$ cat config.mk
export PLATFORM = sky130hd
export DESIGN_NAME = spi_regmaster
export DESIGN_NICKNAME = d
export VERILOG_FILES = /design/src/rtl/spi_rm_pkg.sv /design/src/rtl/spi_rm_regs.sv /design/src/rtl/spi_rm_clkgen.sv /design/src/rtl/spi_rm_engine.sv /design/src/rtl/spi_regmaster.sv
export SDC_FILE = /design/constraint.sdc
export NUM_CORES = 1
export LEC_CHECK = 0
export BUFFER_PORTS_ARGS = -buffer_cell sky130_fd_sc_hd__clkbuf_2
export CAP_MARGIN = 25
export CORE_UTILIZATION = 45
export DETAILED_ROUTE_END_ITERATION = 10
export GPL_ROUTABILITY_DRIVEN = 0
export PLACE_DENSITY_LB_ADDON = 0.1
export SYNTH_ARGS = -nofsm -noshare
export SYNTH_HDL_FRONTEND = slang
export SYNTH_SLANG_ARGS = --single-unit
$ cat constraint.sdc
create_clock -name clk -period 4.45 [get_ports clk]
set_input_delay 0 -clock clk [delete_from_list [all_inputs] [get_ports clk]]
set_output_delay 0 -clock clk [all_outputs]
set_load 0.03 [all_outputs]
$ cat src/rtl/spi_rm_pkg.sv
`timescale 1ns/1ps
package spi_rm_pkg;
  localparam int PRE_W = 5;
  localparam int DIV_W = 5;
  localparam logic [1:0] W_CTRL = 2'd0;
  localparam logic [1:0] W_CFG  = 2'd1;
  localparam logic [1:0] W_TX   = 2'd2;
  localparam logic [1:0] W_RX   = 2'd3;
  localparam int B_READY = 1;
  localparam int B_CS0   = 16;
  localparam int B_LEN   = 5;
  localparam int B_CPHA  = 6;
  localparam int B_CPOL  = 7;
  localparam int B_FLUSH = 9;
  localparam int B_FIFO  = 17;

  typedef struct packed {
    logic             fifo_en;
    logic             flush;
    logic             cpol;
    logic             cpha;
    logic             len_sel;
    logic [PRE_W-1:0] pre;
  } cfg_t;

  // Low codes divide directly, high codes divide in steps of two; zero maps to one.
  function automatic logic [DIV_W-1:0] code_to_div(input logic [PRE_W-1:0] code);
    logic [DIV_W-1:0] d;
    if (code[PRE_W-1]) d = {code[PRE_W-2:0], 1'b0};
    else               d = {1'b0, code[PRE_W-2:0]};
    if (d == '0) d = DIV_W'(1);
    return d;
  endfunction
endpackage

$ cat src/rtl/spi_rm_regs.sv
`timescale 1ns/1ps
module spi_rm_regs
  import spi_rm_pkg::*;
#(
  parameter int ADDR_W = 4,
  parameter int DATA_W = 32,
  parameter int NUM_CS = 5,
  parameter int BYTE_W = 8
) (
  input  logic              clk,
  input  logic              rst_n,
  input  logic              bus_sel,
  input  logic              bus_we,
  input  logic [ADDR_W-1:0] bus_addr,
  input  logic [DATA_W-1:0] bus_wdata,
  output logic [DATA_W-1:0] bus_rdata,
  input  logic              ready,
  input  logic [BYTE_W-1:0] rx_byte,
  output cfg_t              cfg,
  output logic [NUM_CS-1:0] cs_bits,
  output logic              start,
  output logic [BYTE_W-1:0] tx_byte
);
  logic [1:0] word;
  logic       wr;
  logic       unused_bits;

  assign word        = bus_addr[3:2];
  assign wr          = bus_sel && bus_we;
  assign start       = wr && (word == W_TX) && ready;
  assign tx_byte     = bus_wdata[BYTE_W-1:0];
  assign unused_bits = ^{bus_addr[1:0], bus_wdata};

  always_ff @(posedge clk or negedge rst_n) begin
    if (!rst_n) begin
      cs_bits <= '0;
      cfg     <= '0;
    end else begin
      if (wr && word == W_CTRL) cs_bits <= bus_wdata[B_CS0 +: NUM_CS];
      if (wr && word == W_CFG) begin
        cfg.pre     <= bus_wdata[PRE_W-1:0];
        cfg.len_sel <= bus_wdata[B_LEN];
        cfg.cpha    <= bus_wdata[B_CPHA];
        cfg.cpol    <= bus_wdata[B_CPOL];
        cfg.fifo_en <= bus_wdata[B_FIFO];
        cfg.flush   <= bus_wdata[B_FLUSH];
      end else if (cfg.flush) begin
        cfg.flush <= 1'b0;
      end
    end
  end

  always_comb begin
    bus_rdata = '0;
    unique case (word)
      W_CTRL: begin
        bus_rdata[B_READY]           = ready;
        bus_rdata[B_CS0 +: NUM_CS]   = cs_bits;
      end
      W_CFG: begin
        bus_rdata[PRE_W-1:0] = cfg.pre;
        bus_rdata[B_LEN]     = cfg.len_sel;
        bus_rdata[B_CPHA]    = cfg.cpha;
        bus_rdata[B_CPOL]    = cfg.cpol;
        bus_rdata[B_FLUSH]   = cfg.flush;
        bus_rdata[B_FIFO]    = cfg.fifo_en;
      end
      W_TX: bus_rdata = '0;
      W_RX: bus_rdata[BYTE_W-1:0] = rx_byte;
      default: bus_rdata = '0;
    endcase
  end
endmodule

$ cat src/rtl/spi_rm_clkgen.sv
`timescale 1ns/1ps
module spi_rm_clkgen #(
  parameter int DIV_W = 5
) (
  input  logic             clk,
  input  logic             rst_n,
  input  logic             run,
  input  logic [DIV_W-1:0] div,
  output logic             tick
);
  logic [DIV_W-1:0] cnt;

  assign tick = run && (cnt == div - DIV_W'(1));

  always_ff @(posedge clk or negedge rst_n) begin
    if (!rst_n)      cnt <= '0;
    else if (!run)   cnt <= '0;
    else if (tick)   cnt <= '0;
    else             cnt <= cnt + DIV_W'(1);
  end
endmodule

$ cat src/rtl/spi_rm_engine.sv
`timescale 1ns/1ps
module spi_rm_engine #(
  parameter int BYTE_W = 8,
  parameter int DIV_W  = 5
) (
  input  logic              clk,
  input  logic              rst_n,
  input  logic              start,
  input  logic [BYTE_W-1:0] tx_byte,
  input  logic              cpol,
  input  logic              cpha,
  input  logic [DIV_W-1:0]  div,
  input  logic              flush,
  input  logic              tick,
  input  logic              miso,
  output logic              busy,
  output logic [DIV_W-1:0]  div_l,
  output logic              sclk,
  output logic              mosi,
  output logic [BYTE_W-1:0] rx_byte
);
  localparam int EDGES  = 2 * BYTE_W;
  localparam int EDGE_W = $clog2(EDGES);

  logic [EDGE_W-1:0] edge_cnt;
  logic [BYTE_W-1:0] tx_sh, rx_sh;
  logic              sclk_r, cpol_l, cpha_l;
  logic              leading, sample, last;

  assign leading = !edge_cnt[0];
  assign sample  = leading ^ cpha_l;
  assign last    = (edge_cnt == EDGE_W'(EDGES - 1));
  assign sclk    = busy ? sclk_r : cpol;

  always_ff @(posedge clk or negedge rst_n) begin
    if (!rst_n) begin
      busy     <= 1'b0;
      sclk_r   <= 1'b0;
      cpol_l   <= 1'b0;
      cpha_l   <= 1'b0;
      div_l    <= DIV_W'(1);
      edge_cnt <= '0;
      tx_sh    <= '0;
      rx_sh    <= '0;
      rx_byte  <= '0;
      mosi     <= 1'b0;
    end else begin
      if (start && !busy) begin
        busy     <= 1'b1;
        cpol_l   <= cpol;
        cpha_l   <= cpha;
        div_l    <= div;
        sclk_r   <= cpol;
        edge_cnt <= '0;
        rx_sh    <= '0;
        if (!cpha) begin
          mosi  <= tx_byte[BYTE_W-1];
          tx_sh <= {tx_byte[BYTE_W-2:0], 1'b0};
        end else begin
          tx_sh <= tx_byte;
        end
      end else if (busy && tick) begin
        sclk_r   <= ~sclk_r;
        edge_cnt <= edge_cnt + EDGE_W'(1);
        if (sample) rx_sh <= {rx_sh[BYTE_W-2:0], miso};
        if (!sample && !last) begin
          mosi  <= tx_sh[BYTE_W-1];
          tx_sh <= {tx_sh[BYTE_W-2:0], 1'b0};
        end
        if (last) begin
          busy    <= 1'b0;
          rx_byte <= sample ? {rx_sh[BYTE_W-2:0], miso} : rx_sh;
        end
      end
      if (flush) rx_byte <= '0;
    end
  end
endmodule

$ cat src/rtl/spi_regmaster.sv
`timescale 1ns/1ps
module spi_regmaster
  import spi_rm_pkg::*;
#(
  parameter int ADDR_W = 4,
  parameter int DATA_W = 32,
  parameter int NUM_CS = 5,
  parameter int BYTE_W = 8
) (
  input  logic              clk,
  input  logic              rst_n,
  input  logic              bus_sel,
  input  logic              bus_we,
  input  logic [ADDR_W-1:0] bus_addr,
  input  logic [DATA_W-1:0] bus_wdata,
  output logic [DATA_W-1:0] bus_rdata,
  output logic              spi_sclk,
  output logic              spi_mosi,
  input  logic              spi_miso,
  output logic [NUM_CS-1:0] spi_cs_n
);
  cfg_t              cfg;
  logic [NUM_CS-1:0] cs_bits;
  logic              start, busy, ready, tick;
  logic [BYTE_W-1:0] tx_byte, rx_byte;
  logic [DIV_W-1:0]  div_req, div_l;
  logic              unused_cfg;

  assign ready      = !busy;
  assign div_req    = code_to_div(cfg.pre);
  assign unused_cfg = ^{cfg.fifo_en, cfg.len_sel};

  spi_rm_regs #(.ADDR_W(ADDR_W), .DATA_W(DATA_W), .NUM_CS(NUM_CS), .BYTE_W(BYTE_W)) u_regs (
    .clk(clk), .rst_n(rst_n), .bus_sel(bus_sel), .bus_we(bus_we), .bus_addr(bus_addr),
    .bus_wdata(bus_wdata), .bus_rdata(bus_rdata), .ready(ready), .rx_byte(rx_byte),
    .cfg(cfg), .cs_bits(cs_bits), .start(start), .tx_byte(tx_byte)
  );

  spi_rm_clkgen #(.DIV_W(DIV_W)) u_clk (
    .clk(clk), .rst_n(rst_n), .run(busy), .div(div_l), .tick(tick)
  );

  spi_rm_engine #(.BYTE_W(BYTE_W), .DIV_W(DIV_W)) u_eng (
    .clk(clk), .rst_n(rst_n), .start(start), .tx_byte(tx_byte), .cpol(cfg.cpol),
    .cpha(cfg.cpha), .div(div_req), .flush(cfg.flush), .tick(tick), .miso(spi_miso),
    .busy(busy), .div_l(div_l), .sclk(spi_sclk), .mosi(spi_mosi), .rx_byte(rx_byte)
  );

  for (genvar i = 0; i < NUM_CS; i++) begin : g_cs
    assign spi_cs_n[i] = ~cs_bits[i];
  end
endmodule

Word level (Yosys, flattened, before mapping):

Index checks and enable logic that the tools add are counted.
W data, S select, Z words.

* flip-flop bits (word level): 57
* latch bits: 0
* memory bits (writable): 0
* ROM bits: 0
* logic and storage cells: 93
* memories: 0

* add/subtract/negate cells: 3
* multipliers: 0
* divide/modulo/power cells: 0
* magnitude comparators: 0
* eq/ne operators: 7
* shift-type cells: 0
* muxes and demuxes: 35
* bitwise logic cells: 7
* reduce and logical (&&, ||, !) cells: 24

Operators by type and width (count)
* $mux W8: 11
* $mux W5: 4
* $mux W1: 13
* $pmux W6 S2: 1
* $reduce_bool A2 Y1: 5
* $logic_and A1 B1 Y1: 9
* $mux W4: 2
* $not A1 Y1: 6
* $reduce_and A3 Y1: 2
* $add A5 B1 Y5 const B: 1
* $eq A5 B5 Y1: 1
* $logic_not A5 Y1: 1
* $sub A5 B1 Y5 const B: 1
* $add A4 B1 Y4 const B: 1
* $eq A2 B2 Y1 const B: 2
* $eq A4 B4 Y1 const B: 1
* $logic_not A1 Y1: 4
* $ne A2 B2 Y1 const B: 2
* $pmux W1 S2: 2
* $pmux W1 S4: 1
* $reduce_and A2 Y1: 2
* $mux W3: 1
* $eq A2 B1 Y1 const B: 1
* $logic_not A2 Y1: 1
* $xor A1 B1 Y1: 1

Longest topological paths before layout:

Gate-level depths: netlist (run 1).

* word-level depth: 7
* depth in mapped cells: 9
* depth with buffers taken out: 7

Cells and area by module:

From an unflattened synthesis (run 1), not the netlist that was laid out.

* cells, all modules: 316
* area, all modules: 3254.4 um^2

Modules (own cells, without submodules)
* spi_rm_engine: instances 1, cells an instance 177, area an instance 1791.7 um^2, sequential area each 927.1 um^2
* spi_rm_regs: instances 1, cells an instance 92, area an instance 1027.2 um^2, sequential area each 375.4 um^2
* spi_rm_clkgen: instances 1, cells an instance 35, area an instance 350.3 um^2, sequential area each 125.1 um^2
* spi_regmaster: instances 1, cells an instance 12, area an instance 85.1 um^2, sequential area each 0.0 um^2

Worst setup path before layout (run 1):

Ideal clock, no wire load.

* path kind: register to register
* start: register u_eng.div_l[0]
* end: register u_eng.edge_cnt[3]
* data arrival time: 2.233 ns
* data required time: 4.372 ns
* setup slack: 2.139 ns
* stages on the path, launching flop included: 9
* path buffers: 1
* clock period less this slack: 2.311 ns
* cells stage by stage: dfstp_2 inv_1 ha_1 nor2b_1 or3_4 a31o_1 buf_6 or4_1 a21oi_1

* longest elaborated chain between the ends: 5

Ends and longest elaborated chain
* start, declared: RTL line spi_rm_engine.sv:17 `output logic [DIV_W-1:0] div_l,`
* start signal, assigned: RTL line spi_rm_engine.sv:52 `div_l <= div;`
* $sub A5 B1 Y5: RTL line spi_rm_clkgen.sv:13 `assign tick = run && (cnt == div - DIV_W'(1));`
* $eq A5 B5 Y1: RTL line spi_rm_clkgen.sv:13
* $logic_and A1 B1 Y1: RTL line spi_rm_clkgen.sv:13
* $logic_and A1 B1 Y1: RTL line spi_rm_engine.sv:62 `end else if (busy && tick) begin`
* $reduce_bool A2 Y1 (no source line)
* end signal, assigned: RTL line spi_rm_engine.sv:64 `edge_cnt <= edge_cnt + EDGE_W'(1);`
* end, declared: RTL line spi_rm_engine.sv:25 `logic [EDGE_W-1:0] edge_cnt;`

No other way between the ends.
A chain may end at the register's enable or synchronous reset.

Final worst setup path (run 1):

* start: register u_eng.div_l[0]
* end: register u_eng.rx_byte[1]

* longest elaborated chain between the ends: 6

Ends and longest elaborated chain
* $sub A5 B1 Y5: RTL line spi_rm_clkgen.sv:13
* $eq A5 B5 Y1: RTL line spi_rm_clkgen.sv:13
* $logic_and A1 B1 Y1: RTL line spi_rm_clkgen.sv:13
* $logic_and A1 B1 Y1: RTL line spi_rm_engine.sv:62
* $reduce_bool A2 Y1 (no source line)
* $reduce_and A3 Y1 (no source line)
* end signal, assigned: RTL line spi_rm_engine.sv:72 `rx_byte <= sample ? {rx_sh[BYTE_W-2:0], miso} : rx_sh;`
* end, declared: RTL line spi_rm_engine.sv:20 `output logic [BYTE_W-1:0] rx_byte`

No other way between the ends.

==> qor.csv, run 1 <==
metric,value,unit
status,finished clean,
die_h,85.7,um
async_reset_ff_share,100,%
grt_pass1_vias,2264,
hold_viol,0,
io_pins,80,
fillCellCount,600,
crit_arrival,3.14,ns
dp_hpwl,4810,um
fp.dieW,85.7,um
start_util,46.4,%
core.rowCount,30,
port_buffers,41,
fin_util,54.8,%
drv_cap,0,
drive_gt1_share,19.7,%
slowest_stage,a31oi_2,
crit_chain,"inv_1, ha_1, nor2b_1, or3_4, a31oi_2, and3_1, o221a_1",
setup_violations,0,
register_area,0.00143,sq mm
via_count,2527,
whs,0.0260,ns
vias_per_cell,5.30,
antenna_found_initial,0,
grt_pass1_wl,11400,um
cts_made_buffers,9,
synth_ff_type,dfrtp_1,
post-cts-setup-buffers,0,
cts_sinks,57,
critPathTopFamily,simple AND/OR/NAND/NOR gates,
placed_area,0.00334,sq mm
overflow,0,
avgSynthCellArea,9.64,sq um
netlist_instances,327,
path_buf_inv,1,
power_leakage,0.00173,uW
cts_max_path_buffers,2,
cpPeakStageDelay,0.73,ns
ant_nets,0,
placedCellCount,446,
hold_path_class,input pin to flop,
ys_warn_count,0,
core_area,0.00679,sq mm
cp-start-kind,flop,
required,4.71,ns
cts-root-buf,clkbuf_8,
die_area,0.00735,sq mm
wl,7180,um
fmax,347,MHz
grtUsageTotal,20.3,%
grt_setup_unrepaired,no,
path_class,flop to flop,
layout.cells.most_common,dfrtp_1,
wl_per_cell,15.1,um
clk_pin_slew,0.07,ns
final_nets,420,
fin_crit_sh,64.7,%
ys_seq_elements,57,
drt_pass1_iterations,4,
cts-hold-fix-buffers,15,
tightestPinTransition,0.874,ns
ir_drop,345,uV
first_iter_violations,175,
fin_setup_tns,0,ns
pwr_density_cell,705,mW/mm^2
htreeDepth,3,
synth_cell_type_count,45,
areaGrowthSynthToFinish,18.1,%
cts-resized-gates,0,
final_cell_mix,"dfrtp_1, clkbuf_2, nand2_1, conb_1, dlygate4sd3_1",
grt_max_degree,58,
max-slew-margin-rel,41.6,%
seq_area_frac_synth,45.3,%
route.detailed.drc,0,
fin_cells,477,
synth_edf_count,0,
cts_tree,done,
design_area,0.00372,sq mm
crit_path_max_fanout,15,
clk_latency,0.33,ns
diodes,0,
min_period,2.88,ns
clock_skew,0.0120,ns
syn_area,0.00315,sq mm
final_max_slew_viol_count,0,
crit_path_end_kind,flop,
multiInputGateArea,0.00152,sq mm
-- state kept, by name, indices dropped and copies added, names as in the netlist --
name and cells:
u_clk.cnt 5, u_eng.mosi 1, u_eng.cpha_l 1, u_eng.edge_cnt 4
u_eng.rx_byte 8, u_eng.tx_sh 8, u_regs.cs_bits 5, u_regs.cfg 10
u_eng.busy 1, u_eng.rx_sh 8, u_eng.sclk_r 1, u_eng.div_l 5
-- stage by stage --
step | total power (uW) | setup slack [ns]
global placement | 2040 | 1.57
detailed placement | 2060 | 1.59
CTS | 2630 | 1.56
finish | 2620 | 1.57
global route | 2790 | 1.42
floorplan | 1780 | 2.14
-- metal layers --
metal  track usage, %  routed length, um  vias up
met4             7.12                 95        0
met2             32.9               3410       68
met3             3.08                281        9
met1             28.0               3390     1222
li1                 -                  -     1228
met5                0                  0        -
-- worst register-to-register path: cells and delay by family (launching register included) --
family | cells | cell delay (ns)
DFF | 1 | 0.55
and+or+nand+nor | 3 | 1.02
AOI/OAI and AO/OA | 2 | 0.97
adders and majority gates | 1 | 0.22
buffers and inverters | 1 | 0.06
-- cell type report --
class                           count  share of cell area (%)
Timing Repair Buffer               59                    10.2
Inverter                           12                    1.21
Multi-Input combinational cell    237                    40.9
Sequential cell                    57                    38.4
Tap cell                           96                    3.23
Clock inverter                      5                    2.08
Clock buffer                       11                    4.07
-- cells by family after synthesis --
logic type	after synthesis	synth area share, %
AO/OA/AOI/OAI	73	16.8
XOR/XNOR	10	2.78
adder cells (fa/ha/maj)	3	1.19
buffers and inverters	50	8.45
flip-flops	57	45.3
multiplexers	22	7.46
other	1	0.119
AND/OR/NAND/NOR	111	17.9
-- cells in the mapped netlist, drive strengths merged, types with 2 or more instances --
master  instances  share of area, %
a211oi         13               3.1
a21o            8               1.9
a21oi           3              0.60
a31o            2              0.56
a31oi          10               2.2
and2            7               1.4
and3            4              0.79
buf            22               5.1
clkbuf         16               1.9
dfrtp          56                44
ha              3               1.2
inv            12               1.4
mux2           12               4.3
mux2i          10               3.2
nand2          36               4.3
nand2b          8               1.6
nand3          11               1.7
nand4           5              0.99
nand4b          2              0.56
nor2           12               1.4
nor2b          10               2.0
nor3           10               1.6
o211ai         13               3.1
o21ai          12               1.9
o221a           4               1.4
o31ai           5               1.2
xnor2           4               1.1
xor2            6               1.7
-- power breakdown --
group	leakage, uW	switching [uW]	internal (uW)
clock	0.000115	215	344
sequential	0.000730	157	714
combinational	0.000883	790	404
total	0.00173	1160	1460
-- worst paths after layout --
kind	from	end	slack (ns)	cells after the start
worst max-delay path	u_eng.div_l[0]$_DFFE_PN1P_	u_eng.rx_byte[1]$_DFFE_PN0P_	1.57	7
worst min-delay path	bus_sel	u_eng.busy$_DFFE_PN0P_	0.03	3
worst max register to register	u_eng.div_l[0]$_DFFE_PN1P_	u_eng.rx_byte[1]$_DFFE_PN0P_	1.57	7
worst min register to register	u_eng.rx_sh[7]$_DFFE_PN0P_	u_eng.rx_sh[7]$_DFFE_PN0P_	0.50	1
max in group asynchronous	rst_n	u_eng.edge_cnt[1]$_DFFE_PN0P_	3.58	3
min in group asynchronous	rst_n	u_regs.cs_bits[3]$_DFFE_PN0P_	0.35	3
(Power assumes the default switching activity.)
==> run 2: changes to the inputs <==
- clock period: 4.45 -> 2.5 ns (I/O delays scaled with it)
==> qor.csv, run 2 (synthesis gave the netlist of run 1 again) <==
metric,value,unit
status,finished clean,
start_util,46.4,%
grt_pass1_wl,11800,um
setup_violations,0,
cts_tree,done,
crit_chain,"inv_1, ha_1, nor2b_1, or3_4, a31o_1, or4_1, a21oi_1",
slowest_stage,dfstp_2,
htreeDepth,3,
antenna_found_initial,0,
internal_power,2740,uW
p_sw,2090,uW
vias_per_cell,5.25,
overflow,0,
top_register,u_regs.cfg,
grt_pass1_vias,2400,
fmax,420,MHz
path_buf_inv,1,
route.detailed.drc,0,
largest_register_ffs,10,
port_buffers,41,
core_area,0.00679,sq mm
final_nets,430,
io_pins,80,
critical_path_depth,7,
critPathTopFamily,simple AND/OR/NAND/NOR gates,
ir_drop,527,uV
fin_util,55.8,%
crit_arrival,2.65,ns
swShare,43.2,%
grt_setup_unrepaired,no,
required,2.76,ns
first_iter_violations,99,
finalPower,4830,uW
grtUsageTotal,21.0,%
power_leakage,0.00177,uW
hold_viol,0,
tightestPinTransition,0.791,ns
die_area,0.00735,sq mm
min_path_cells,3,
power_frac_seq,32.0,%
wl_per_cell,14.9,um
via_count,2558,
clk_latency,0.34,ns
areaGrowthSynthToFinish,20.2,%
p_clk_share,19.7,%
grt_max_degree,25,
layout.cells.most_common,dfrtp_1,
power_frac_comb,48.3,%
cts_sinks,57,
die_h,85.7,um
dp_hpwl,5140,um
cts_max_path_buffers,2,
pwr_density_cell,1280,mW/mm^2
crit_path_max_fanout,6,
drt_pass1_iterations,4,
cts-root-buf,clkbuf_8,
fp.dieW,85.7,um
drv_cap,0,
core.rowCount,30,
hold_path_class,input pin to flop,
cpPeakStageDelay,0.55,ns
cts_made_buffers,9,
min_period,2.38,ns
cp-start-kind,flop,
path_class,flop to flop,
drive_gt1_share,22.0,%
fin_crit_sh,95.3,%
fin_setup_tns,0,ns
rr_worst_depth,7,
fillCellCount,617,
diodes,0,
final_max_slew_viol_count,0,
crit_path_end_kind,flop,
post-cts-setup-buffers,0,
ant_nets,0,
final_cell_mix,"dfrtp_1, clkbuf_2, nand2_1, conb_1, dlygate4sd3_1",
clock_skew,0.00716,ns
clk_pin_slew,0.07,ns
wl,7260,um
max-slew-margin-rel,47.2,%
## run 2: power groups by stage
stage	Sequential (uW)	Combinational (uW)	Clock, uW
after global placement	1560	2270	0
after global routing	1590	2560	1020
after CTS	1550	2320	976
after detailed placement	1560	2290	0
final	1550	2330	954
after floorplan	1480	1690	0
## run 2: repair_timing
action,4_1_cts,5_1_grt
hold buffers,15,0
gates resized for setup,0,1
endpoints found under the hold margin,36,0
setup endpoints to repair,0,4
## run 2: final timing paths
check                                                start  slack (ns)                             to
worst min register to register  u_eng.rx_sh[7]$_DFFE_PN0P_        0.51     u_eng.rx_sh[7]$_DFFE_PN0P_
min in group asynchronous                            rst_n        0.15  u_regs.cs_bits[1]$_DFFE_PN0P_
worst max-delay path            u_eng.div_l[0]$_DFFE_PN1P_        0.12  u_eng.edge_cnt[3]$_DFFE_PN0P_
worst min-delay path                               bus_sel        0.01         u_eng.busy$_DFFE_PN0P_
worst max register to register  u_eng.div_l[0]$_DFFE_PN1P_        0.12  u_eng.edge_cnt[3]$_DFFE_PN0P_
max in group asynchronous                            rst_n        1.64     u_eng.rx_sh[0]$_DFFE_PN0P_
## run 2: per-stage QoR
stage | area, sq um | setup slack, ns | hold WS (ns) | cells
after global routing | 3790 | 0.00651 | 0.0634 | 487
after detailed placement | 3420 | 0.117 | -0.0171 | 456
after floorplan | 3220 | 0.189 | -0.296 | 344
after global placement | 3420 | 0.159 | -0.0227 | 456
final | 3790 | 0.116 | 0.0138 | 487
after CTS | 3790 | 0.0848 | 0.00174 | 487
## run 2: cell type report
type / instances / area [sq um] / area share [%]
multi-input combinational: 237 / 1520 / 40.2
sequential: 57 / 1430 / 37.7
timing repair buffer: 69 / 453 / 12.0
clock buffer: 9 / 124 / 3.27
tap: 96 / 120 / 3.17
clock inverter: 7 / 95.1 / 2.51
inverter: 12 / 45.0 / 1.19
## run 2: per-layer routing
layer	vias to the layer above	wire, um	global-route usage (%)	part of all wire [%]
met4	0	140	9.55	1.9
met5	-	0	0	0
met3	14	317	3.46	4.4
met1	1227	3400	28.6	47
met2	66	3410	33.0	47
li1	1251	-	-	-
## run 2: tightest hold or removal path, delay by kind of cell
| family | cells | cell delay (ns) |
|---|---|---|
| AOI/OAI and AO/OA | 1 | 0.08 |
| and+or+nand+nor | 1 | 0.13 |
| buffers and inverters | 1 | 0.10 |
==> run 3: changes to the inputs <==
- CORE_MARGIN: unset -> 5
- RECOVER_POWER: unset -> 100
==> qor.csv, run 3 (synthesis gave the netlist of run 1 again) <==
metric,value,unit
status,"finished, violations left",
violations,"max-capacitance violations, max-slew violations",
hold_viol,0,
cts_made_buffers,9,
die_h,93.7,um
top_register,u_regs.cfg,
overflow,0,
cts_sinks,57,
fin_crit_sh,95.1,%
first_iter_violations,80,
grt_pass1_vias,2519,
final_nets,432,
fin_setup_tns,0,ns
required,2.77,ns
die_area,0.00878,sq mm
tightestPinTransition,1.66,ns
fmax,420,MHz
cts_tree,done,
core.rowCount,30,
placed_area,0.00343,sq mm
dp_hpwl,5360,um
largest_register_ffs,10,
path_class,flop to flop,
grt_setup_unrepaired,no,
cp-start-kind,flop,
pwr_density_cell,1290,mW/mm^2
start_util,46.4,%
power_leakage,0.00170,uW
drive_gt1_share,15.5,%
wl_per_cell,15.6,um
port_buffers,41,
cts_max_path_buffers,2,
final_cell_mix,"dfrtp_1, nand2_1, clkbuf_1, clkbuf_2, conb_1",
io_pins,80,
max-slew-margin-rel,-10.9,%
finalPower,4870,uW
grtUsageTotal,18.3,%
crit_path_max_fanout,7,
ir_drop,603,uV
setup_violations,0,
clock_skew,0.00560,ns
final_max_slew_viol_count,32,
fillCellCount,645,
fp.dieW,93.7,um
post-cts-setup-buffers,0,
design_area,0.00377,sq mm
grt_pass1_wl,12400,um
areaGrowthSynthToFinish,19.6,%
diodes,0,
layout.cells.most_common,dfrtp_1,
crit_arrival,2.64,ns
min_period,2.38,ns
fin_util,55.5,%
cts-root-buf,clkbuf_8,
clk_pin_slew,0.07,ns
core_area,0.00679,sq mm
whs,0.0287,ns
via_count,2549,
vias_per_cell,5.21,
clk_latency,0.34,ns
grt_max_degree,32,
antenna_found_initial,0,
drv_cap,1,
htreeDepth,3,
reg2reg_slack,0.12,ns
hold_path_class,input pin to flop,
drt_pass1_iterations,4,
ant_nets,0,
wl,7610,um
crit_path_end_kind,flop,
route.detailed.drc,0,
-- run 3: changes by cell type in the layout (fill, tap and decap cells not counted), moves of 2 or more --
cell,before,now
clkbuf_2,41,23
o21ai_1,7,3
o21ai_0,5,9
clkinv_4,2,0
buf_4,13,5
clkbuf_8,9,11
clkbuf_1,0,28
-- run 3: what timing repair did --
action | in CTS | in global routing
hold endpoints to repair | 48 | 0
setup endpoints to repair | 0 | 12
hold buffers | 15 | 0
resized for setup | 0 | 4
-- run 3: area by class of cell --
class	count	area (sq um)	area share (%)
clock buffers	11	151	4.01
clock inverters	5	77.6	2.06
inverters	12	45.0	1.19
multi-input cells	237	1540	40.9
flip-flops and latches	57	1430	37.9
well taps	96	120	3.19
repair buffers	71	408	10.8
-- run 3: through the flow --
step | worst slack, ns | instances
6_report | 0.122 | 489
5_1_grt | 0.0346 | 489
4_1_cts | 0.0473 | 489
3_5_place_dp | 0.0762 | 458
3_3_place_gp | 0.127 | 458
2_1_floorplan | 0.189 | 344
-- run 3: final timing paths --
kind	depth (start not counted)	to	from
worst max-delay path	7	u_eng.edge_cnt[3]$_DFFE_PN0P_	u_eng.div_l[0]$_DFFE_PN1P_
worst min-delay path	3	u_eng.busy$_DFFE_PN0P_	bus_sel
min in group asynchronous	2	u_eng.div_l[1]$_DFFE_PN0P_	rst_n
worst min register to register	2	u_eng.div_l[4]$_DFFE_PN0P_	u_eng.div_l[4]$_DFFE_PN0P_
worst max register to register	7	u_eng.edge_cnt[3]$_DFFE_PN0P_	u_eng.div_l[0]$_DFFE_PN1P_
max in group asynchronous	3	u_eng.tx_sh[1]$_DFFE_PN0P_	rst_n
-- run 3: metal layers --
layer | up-vias | wire [um] | part of all wire (%) | GRT usage [%]
li1 | 1249 | - | - | -
met1 | 1238 | 3510 | 46 | 24.3
met2 | 51 | 3650 | 48 | 29.3
met3 | 11 | 318 | 4.2 | 2.96
met4 | 0 | 136 | 1.8 | 8.30
met5 | - | 0 | 0 | 0
-- run 3: critical path, cell delays in order, from the launching register on --
cell	delay (ns)
dfstp_2	0.55
inv_1	0.06
ha_1	0.21
nor2b_1	0.15
or3_4	0.40
a31o_4	0.28
or4_1	0.50
a21oi_1	0.16
-- run 3: report_power, final --
part | internal, uW | switching, uW | leakage, uW
registers | 1270 | 282 | 0.000730
logic | 876 | 1440 | 0.000851
clock network | 612 | 384 | 0.000115
